$ cat src/rtl/frame_rx_pkg.sv
package frame_rx_pkg;

    typedef enum logic [1:0] {
        RX_IDLE = 2'd0,
        RX_RECV = 2'd1,
        RX_SKIP = 2'd2
    } rx_state_e;

    localparam logic [15:0] CRC_POLY_REFL = 16'hA001;
    localparam logic [15:0] CRC_INIT      = 16'hFFFF;

    // One byte through the reflected CRC-16, least significant bit first.
    function automatic logic [15:0] crc16_step(input logic [15:0] c_in,
                                               input logic [7:0]  d);
        logic [15:0] c;
        c = c_in ^ {8'h00, d};
        for (int i = 0; i < 8; i++) begin
            c = c[0] ? ((c >> 1) ^ CRC_POLY_REFL) : (c >> 1);
        end
        return c;
    endfunction

endpackage

$ cat src/rtl/frame_rx_crc.sv
module frame_rx_crc
    import frame_rx_pkg::*;
(
    input  logic        clk,
    input  logic        rst_n,
    input  logic        en,
    input  logic        first,
    input  logic [7:0]  din,
    output logic [15:0] crc_next
);

    typedef struct packed {
        logic [15:0] crc;
    } crc_s;

    crc_s s_d, s_q;

    always_comb begin
        crc_next = crc16_step(first ? CRC_INIT : s_q.crc, din);
        s_d      = s_q;
        if (en) begin
            s_d.crc = crc_next;
        end
    end

    always_ff @(posedge clk or negedge rst_n) begin
        if (!rst_n) begin
            s_q.crc <= CRC_INIT;
        end else begin
            s_q <= s_d;
        end
    end

endmodule

$ cat src/rtl/frame_rx_ctl.sv
module frame_rx_ctl
    import frame_rx_pkg::*;
#(
    parameter int MAX_LEN = 253,
    parameter int DEPTH   = MAX_LEN + 5,
    parameter int ADDR_W  = $clog2(DEPTH + 1)
) (
    input  logic              clk,
    input  logic              rst_n,
    input  logic              rx_reset,
    input  logic              byte_vld,
    input  logic [7:0]        byte_data,
    input  logic              bus_idle,
    input  logic              cfg_user_crc,
    input  logic              cfg_keep_broken,
    input  logic              clr_lost,
    input  logic              clr_err,
    input  logic              page_free,
    input  logic [15:0]       crc_next,
    output logic              crc_en,
    output logic              crc_first,
    output logic              wr_en,
    output logic [ADDR_W-1:0] wr_addr,
    output logic [7:0]        wr_data,
    output logic              commit,
    output logic [ADDR_W-1:0] commit_flag,
    output logic              rx_lost,
    output logic              rx_err
);

    typedef struct packed {
        rx_state_e         state;
        logic [ADDR_W-1:0] cnt;
        logic [7:0]        len;
        logic              lost;
        logic              err;
    } ctl_s;

    localparam ctl_s CTL_RESET = '{state: RX_IDLE, cnt: '0, len: '0,
                                   lost: 1'b0, err: 1'b0};

    ctl_s s_d, s_q;

    logic              set_lost;
    logic              set_err;
    logic [ADDR_W-1:0] cnt_inc;
    logic [ADDR_W-1:0] frame_total;

    // CRC control depends on state only, kept apart from the main process.
    assign crc_first = (s_q.state == RX_IDLE);
    assign crc_en    = byte_vld && (s_q.state != RX_SKIP);

    assign cnt_inc     = s_q.cnt + 1'b1;
    assign frame_total = ADDR_W'(s_q.len) + ADDR_W'(5);

    always_comb begin
        s_d         = s_q;
        wr_en       = 1'b0;
        wr_addr     = s_q.cnt;
        wr_data     = byte_data;
        commit      = 1'b0;
        commit_flag = '0;
        set_lost    = 1'b0;
        set_err     = 1'b0;

        unique case (s_q.state)
            RX_IDLE: begin
                if (byte_vld) begin
                    if (!page_free) begin
                        set_lost  = 1'b1;
                        s_d.state = RX_SKIP;
                    end else begin
                        wr_en     = 1'b1;
                        wr_addr   = '0;
                        s_d.cnt   = ADDR_W'(1);
                        s_d.state = RX_RECV;
                    end
                end
            end
            RX_RECV: begin
                if (byte_vld) begin
                    wr_en   = 1'b1;
                    s_d.cnt = cnt_inc;
                    if (s_q.cnt == ADDR_W'(2)) begin
                        s_d.len = byte_data;
                        if (int'(byte_data) > MAX_LEN) begin
                            set_err     = 1'b1;
                            commit      = cfg_keep_broken;
                            commit_flag = cfg_keep_broken ? cnt_inc : '0;
                            s_d.state   = RX_SKIP;
                        end
                    end else if (s_q.cnt > ADDR_W'(2) && cnt_inc == frame_total) begin
                        s_d.state = RX_SKIP;
                        if (cfg_user_crc || crc_next == 16'h0000) begin
                            commit = 1'b1;
                        end else begin
                            set_err     = 1'b1;
                            commit      = cfg_keep_broken;
                            commit_flag = cfg_keep_broken ? cnt_inc : '0;
                        end
                    end
                end else if (bus_idle) begin
                    set_err     = 1'b1;
                    commit      = cfg_keep_broken;
                    commit_flag = cfg_keep_broken ? s_q.cnt : '0;
                    s_d.state   = RX_IDLE;
                end
            end
            RX_SKIP: begin
                if (bus_idle) begin
                    s_d.state = RX_IDLE;
                end
            end
            default: s_d.state = RX_IDLE;
        endcase

        s_d.lost = set_lost || (s_q.lost && !clr_lost);
        s_d.err  = set_err  || (s_q.err  && !clr_err);

        if (rx_reset) begin
            s_d    = CTL_RESET;
            wr_en  = 1'b0;
            commit = 1'b0;
        end
    end

    always_ff @(posedge clk or negedge rst_n) begin
        if (!rst_n) begin
            s_q <= CTL_RESET;
        end else begin
            s_q <= s_d;
        end
    end

    assign rx_lost = s_q.lost;
    assign rx_err  = s_q.err;

    // a set flag persists until its clear bit or the receive reset.
    p_err_sticky_r10: assert property (@(posedge clk) disable iff (!rst_n)
        rx_err && !clr_err && !rx_reset |=> rx_err);

    // the lost flag is sticky as well.
    p_lost_sticky_r6: assert property (@(posedge clk) disable iff (!rst_n)
        rx_lost && !clr_lost && !rx_reset |=> rx_lost);

    // a non-zero record is only handed over when broken frames are kept.
    p_flag_kept_r5: assert property (@(posedge clk) disable iff (!rst_n)
        commit && commit_flag != '0 |-> cfg_keep_broken);

    // writes stay inside a page.
    p_wr_bound_r1: assert property (@(posedge clk) disable iff (!rst_n)
        wr_en |-> int'(wr_addr) < DEPTH);

endmodule

$ cat src/rtl/frame_rx_pages.sv
module frame_rx_pages #(
    parameter int NPAGE  = 2,
    parameter int DEPTH  = 258,
    parameter int ADDR_W = $clog2(DEPTH + 1)
) (
    input  logic              clk,
    input  logic              rst_n,
    input  logic              rx_reset,
    input  logic              wr_en,
    input  logic [ADDR_W-1:0] wr_addr,
    input  logic [7:0]        wr_data,
    input  logic              commit,
    input  logic [ADDR_W-1:0] commit_flag,
    input  logic              host_rd,
    input  logic              rd_ptr_rst,
    input  logic              page_switch,
    output logic              page_free,
    output logic              rx_ready,
    output logic [7:0]        rd_data,
    output logic [ADDR_W-1:0] page_flag
);

    localparam int PW = (NPAGE > 1) ? $clog2(NPAGE) : 1;

    typedef struct packed {
        logic [NPAGE-1:0]             full;
        logic [PW-1:0]                wp;
        logic [PW-1:0]                hp;
        logic [ADDR_W-1:0]            rd_ptr;
        logic [NPAGE-1:0][ADDR_W-1:0] flag;
    } pg_s;

    pg_s s_d, s_q;

    logic [7:0] mem_q [NPAGE][DEPTH];

    function automatic logic [PW-1:0] ring_next(input logic [PW-1:0] p);
        return (int'(p) == NPAGE - 1) ? '0 : p + 1'b1;
    endfunction

    always_comb begin
        s_d = s_q;
        if (commit) begin
            s_d.full[s_q.wp] = 1'b1;
            s_d.flag[s_q.wp] = commit_flag;
            s_d.wp           = ring_next(s_q.wp);
        end
        if (rd_ptr_rst) begin
            s_d.rd_ptr = '0;
        end else if (host_rd) begin
            s_d.rd_ptr = s_q.rd_ptr + 1'b1;
        end
        if (page_switch && s_q.full[s_q.hp]) begin
            s_d.full[s_q.hp] = 1'b0;
            s_d.hp           = ring_next(s_q.hp);
            s_d.rd_ptr       = '0;
        end
        if (rx_reset) begin
            s_d = '0;
        end
    end

    always_ff @(posedge clk or negedge rst_n) begin
        if (!rst_n) begin
            s_q <= '0;
        end else begin
            s_q <= s_d;
        end
    end

    generate
        for (genvar g = 0; g < NPAGE; g++) begin : g_page
            always_ff @(posedge clk) begin
                if (wr_en && int'(s_q.wp) == g) begin
                    mem_q[g][wr_addr] <= wr_data;
                end
            end
        end
    endgenerate

    assign page_free = !s_q.full[s_q.wp];
    assign rx_ready  = s_q.full[s_q.hp];
    assign page_flag = s_q.flag[s_q.hp];
    assign rd_data   = (int'(s_q.rd_ptr) < DEPTH) ? mem_q[s_q.hp][s_q.rd_ptr] : 8'h00;

    // a frame is never committed into a page that is still occupied.
    p_commit_free_r6: assert property (@(posedge clk) disable iff (!rst_n)
        commit |-> page_free);

    // a presented page stays presented until the host releases it.
    p_ready_hold_r7: assert property (@(posedge clk) disable iff (!rst_n)
        rx_ready && !page_switch && !rx_reset |=> rx_ready);

    // the receive reset empties every page.
    p_reset_empty_r11: assert property (@(posedge clk) disable iff (!rst_n)
        rx_reset |=> !rx_ready && page_free);

endmodule

$ cat src/rtl/frame_rx_pager.sv
module frame_rx_pager #(
    parameter int MAX_LEN = 253,
    parameter int NPAGE   = 2,
    localparam int DEPTH  = MAX_LEN + 5,
    localparam int ADDR_W = $clog2(DEPTH + 1)
) (
    input  logic              clk,
    input  logic              rst_n,
    input  logic              rx_reset,
    input  logic              byte_vld,
    input  logic [7:0]        byte_data,
    input  logic              bus_idle,
    input  logic              cfg_user_crc,
    input  logic              cfg_keep_broken,
    input  logic              clr_lost,
    input  logic              clr_err,
    input  logic              host_rd,
    input  logic              rd_ptr_rst,
    input  logic              page_switch,
    output logic [7:0]        rd_data,
    output logic [ADDR_W-1:0] page_flag,
    output logic              rx_ready,
    output logic              rx_lost,
    output logic              rx_err
);

    logic              crc_en;
    logic              crc_first;
    logic [15:0]       crc_next;
    logic              wr_en;
    logic [ADDR_W-1:0] wr_addr;
    logic [7:0]        wr_data;
    logic              commit;
    logic [ADDR_W-1:0] commit_flag;
    logic              page_free;

    frame_rx_crc u_crc (
        .clk      (clk),
        .rst_n    (rst_n),
        .en       (crc_en),
        .first    (crc_first),
        .din      (byte_data),
        .crc_next (crc_next)
    );

    frame_rx_ctl #(
        .MAX_LEN (MAX_LEN),
        .DEPTH   (DEPTH),
        .ADDR_W  (ADDR_W)
    ) u_ctl (
        .clk             (clk),
        .rst_n           (rst_n),
        .rx_reset        (rx_reset),
        .byte_vld        (byte_vld),
        .byte_data       (byte_data),
        .bus_idle        (bus_idle),
        .cfg_user_crc    (cfg_user_crc),
        .cfg_keep_broken (cfg_keep_broken),
        .clr_lost        (clr_lost),
        .clr_err         (clr_err),
        .page_free       (page_free),
        .crc_next        (crc_next),
        .crc_en          (crc_en),
        .crc_first       (crc_first),
        .wr_en           (wr_en),
        .wr_addr         (wr_addr),
        .wr_data         (wr_data),
        .commit          (commit),
        .commit_flag     (commit_flag),
        .rx_lost         (rx_lost),
        .rx_err          (rx_err)
    );

    frame_rx_pages #(
        .NPAGE  (NPAGE),
        .DEPTH  (DEPTH),
        .ADDR_W (ADDR_W)
    ) u_pages (
        .clk         (clk),
        .rst_n       (rst_n),
        .rx_reset    (rx_reset),
        .wr_en       (wr_en),
        .wr_addr     (wr_addr),
        .wr_data     (wr_data),
        .commit      (commit),
        .commit_flag (commit_flag),
        .host_rd     (host_rd),
        .rd_ptr_rst  (rd_ptr_rst),
        .page_switch (page_switch),
        .page_free   (page_free),
        .rx_ready    (rx_ready),
        .rd_data     (rd_data),
        .page_flag   (page_flag)
    );

endmodule

$ cat config.mk
export PLATFORM = sky130hd
export DESIGN_NAME = frame_rx_pager
export DESIGN_NICKNAME = d
export VERILOG_FILES = /design/src/rtl/frame_rx_pkg.sv /design/src/rtl/frame_rx_crc.sv /design/src/rtl/frame_rx_ctl.sv /design/src/rtl/frame_rx_pages.sv /design/src/rtl/frame_rx_pager.sv
export SDC_FILE = /design/constraint.sdc
export NUM_CORES = 2
export LEC_CHECK = 0
export BUFFER_PORTS_ARGS = -buffer_cell sky130_fd_sc_hd__buf_2
export CORE_ASPECT_RATIO = 1.2
export CORE_MARGIN = 5
export CORE_UTILIZATION = 50
export DETAILED_ROUTE_END_ITERATION = 16
export GPL_ROUTABILITY_DRIVEN = 0
export PLACE_DENSITY = 0.62
export RECOVER_POWER = 50
export SKIP_LAST_GASP = 1
export SYNTH_ARGS = -nofsm -noshare
export SYNTH_HDL_FRONTEND = slang
export SYNTH_MEMORY_MAX_BITS = 65536
export SYNTH_SLANG_ARGS = --single-unit
$ cat constraint.sdc
create_clock -name clk -period 4.49 [get_ports clk]
set_input_delay 0.6735 -clock clk [delete_from_list [all_inputs] [get_ports clk]]
set_output_delay 0.6735 -clock clk [all_outputs]
set_load 0.005 [all_outputs]
==> results by group <==
Synthesis
  – Part of the Yosys area used for sequential elements: 0.766
  – Yosys warns: 0
  – Post-synthesis register bit count: around 4.2k
  – EDFF count, synth: 4,128
  – Top_reg_cell synth: edfxtp_1
  – Cell variety after synth: between 80 and 90
  – Syn Area/Cell: 20.9 sq um
  – Syn Inst Count: 7,858
  – Post-Syn Area: 164,000 sq um
  – Post-synthesis net count: 7,883
  – Asr flop ratio synth: 0.0162

Critical path
  – Max stage delay on crit path: 0.63 ns
  – Worst r2r path cells: 15
  – Worst Path Arrival: 4.53 ns
  – Worst-path cell chain: buf_6 > nand2b_1 > buf_4 > nor2_1 > buf_4 > a22oi_1 > a21oi_1 > nor3_4 > buf_6 > nor3_1 > buf_4 > o221a_4 > buf_2
  – Critical Path End Type: primary output
  – Data required, critical path: ~3.8 ns
  – Cell at the slowest stage of the critical path: nor2_1
  – Critical path class: flip-flop to primary output
  – Worst-path fanout max: 11
  – CP most frequent cell: buf_4
  – CP Launch Type: flip-flop

Timing
  – Max Clk Rate: 0.192 GHz
  – Final hold vios: 0
  – Final Skew: 0.0440 ns
  – Worst Setup Slack, final: -0.717 ns
  – # setup viols final: a little under 900
  – Slew Limit Fails: a little over 2k
  – Max_slew headroom: -1.43
  – RSZ-0062 raised after global routing: true
  – Final min period: about 5.2 ns
  – Period Utilization, post-route: 1.16
  – Worst-margin pin slew: 3.65 ns

GRT
  – Initial antenna violation count: 50
  – Number of global-route vias before repair: around 90k
  – Total gr overflow: 0
  – Largest net degree at the start of global routing: ~210
  – Busiest grt layer: met2
  – Met2 Track Usage GR: 0.459
  – Tot GR Track Use: 0.295
  – GRT met3 Usage: 0.0706
  – Met1 Track Usage GR: 0.397
  – First-pass GRT wire length: 704,000 um

Floorplanning
  – # IOs: 40
  – Die Area: 340,000 sq um
  – Chip width: 533 um
  – Initial Utilization: 0.502
  – # rows: 230
  – Overall die height: roughly 640 um
  – CORE AREA: 327,000 sq um

Finish
  – Final layout net count: just over 9k
  – Finished Cell Area: 194,000 sq um
  – Syn-to-layout area delta: 18.4%
  – Share of layout cells above drive strength 1: 0.340

Power and ir drop
  – Switching power total: 16.4 mW
  – Pleak: 61.8 nW
  – VDD IR max: 0.000356 V
  – Clock power frac: 0.427
  – Pint: 63.3 mW
  – Power Density: approximately 410 nW/um^2
  – Gate power share: 0.031
  – Sequential power share: 0.542
  – Sw Share: 0.205

Status
  – Failing checks: max-capacitance violations, max-slew violations, negative setup slack
  – Status: finished with violations

Routing
  – Vias: about 90k
  – WL final: 508,000 um
  – Avg WL per Cell: between 30 and 40 um
  – TritonRoute pass-1 iters: 6
  – Post-DRT Antenna Nets: 0
  – Iter 0 DRT Violations: 12.9k
  – DRC viols: 0
  – DR vias/cell: 6.50

Run
  – Max Cap Violations: 24

Clocking
  – Num CTS Buffers: around 410
  – CTS tree: yes
  – Root Driver: clkbuf_16
  – Worst skew pair latency: 0.96 ns
  – Depth of the CTS H-tree: 5
  – Clk sinks: 4,196
  – Max Buffers Root-to-Sink: 4
  – Clock slew at reported path FFs: approximately 0.060 ns

Place
  – Post-DP HPWL: 328,000 um
  – Port Buf Inserts: 39
  – Placed Instance Area: 178,000 sq um
  – Pre-CTS WS: -0.695 ns

Worst hold path
  – Worst Hold Path Cells: 4
  – Hold Path Class: input pin to flip-flop
## state kept, by name (all words and copies together) (netlist names)
register / count
u_ctl.rx_err: 1
u_pages.mem_q: 4128
u_ctl.rx_lost: 1
u_ctl.s_q: 19
u_pages.s_q: 31
u_crc.s_q: 16
## cells in the mapped netlist (all sizes together), types with 52 or more instances
library cell	n	area (sq um)
dfrtp	52	1300
o21ai	96	480
nand2	233	875
edfxtp	4128	124000
buf	255	1630
a221oi	60	526
a21oi	126	634
clkbuf	231	867
mux2i	264	2640
nor2	627	2360
a22oi	175	1310
mux4	999	22500
## metrics by stage
step	power, mW	TNS (ns)	util	std cells	hold WS [ns]
floorplan	44.9	0	-	7858	0.378
global placement	46.2	-5.52	0.544	12874	0.459
detailed placement	46.3	-3.38	0.544	12874	0.465
CTS	79.9	-6.07	0.591	13718	0.000343
global route	81.7	-230.32	0.594	13789	0.0465
finish	79.6	-191.01	0.594	13811	0.0622
## worst paths after layout
check	from	end	slack, ns
hold reg to reg	u_crc.s_q[15]$_DFFE_PN1P_	u_crc.s_q[15]$_DFFE_PN1P_	0.49
setup / recovery	u_pages.s_q[21]$_DFFE_PN0P_	rd_data[5]	-0.72
hold / removal	clr_lost	u_ctl.rx_lost$_DFF_PN0_	0.06
max in group asynchronous	rst_n	u_pages.s_q[27]$_DFFE_PN0P_	2.19
min in group asynchronous	rst_n	u_pages.s_q[10]$_DFFE_PN0P_	0.85
setup reg to reg	u_ctl.s_q[20]$_DFFE_PN0P_	u_pages.s_q[6]$_DFFE_PN0P_	0.18
## timing repair
| action | 4_1_cts | 5_1_grt |
|---|---|---|
| hold endpoints to repair | 54 | 0 |
| cloned | 17 | 3 |
| gates resized for setup | 221 | 105 |
| setup buffers | 84 | 68 |
| endpoints found under the setup margin | 8 | 21 |
| pin swaps | 28 | 41 |
| hold buffers | 3 | 0 |
## cells in the final DEF (no fill, tap or decap), types with 39 or more instances in the layout
cell type and instances:
clkbuf_1 81, o21ai_0 64, xnor2_1 41, o22ai_1 39, a21oi_1 109, a22oi_1 150
dfrtp_1 44, bufinv_16 41, edfxtp_1 4128, nor2_1 616, buf_4 1104, clkinv_1 95
buf_12 111, mux4_2 999, nand2_1 204, mux2i_1 244, clkinv_2 90, clkbuf_16 422
## layout make-up
| cell class | instances | area [sq um] |
|---|---|---|
| fillers | 23415 | 133000 |
| clock buffers | 482 | 10700 |
| repair buffers | 1377 | 12700 |
| inverters | 12 | 57.6 |
| multi-input cells | 3164 | 37100 |
| diodes | 28 | 70.1 |
| well taps | 4292 | 5370 |
| flip-flops and latches | 4196 | 126000 |
| clock inverters | 260 | 2370 |
## power by group through the flow
stage               sequential (mW)  combinational (mW)  clock [mW]
floorplan                      43.9               0.941           0
global placement               44.0                2.26           0
detailed placement             44.0                2.32           0
CTS                            43.1                2.40        34.4
global route                   43.1                2.53        36.1
finish                         43.2                2.44        34.0
## kinds of logic (layout without fill, tap and decap cells)
family,Yosys count,after routing,synth area share
DFF,4196,4196,0.766
other,0,28,0
and+or+nand+nor,1088,1088,0.0286
muxes,1291,1291,0.155
buffers and inverters,498,2131,0.0155
AOI/OAI and AO/OA,725,725,0.0310
adders and majority gates,5,5,0.000381
xor gates and xnor gates,55,55,0.00294
## critical path: cells and delay by family, from the launching register on
kind	cells	cell delay, ns
buffers and inverters	6	1.16
and+or+nand+nor	4	1.09
AOI/OAI and AO/OA	3	0.68
DFF	1	0.61
## metal layers
metal	part of all wire	vias to the layer above
met5	0.00027	-
met4	0.053	20
met2	0.47	5659
met1	0.36	47672
met3	0.11	1039
li1	-	35402
Note: power is estimated with default switching activity, not from simulation.
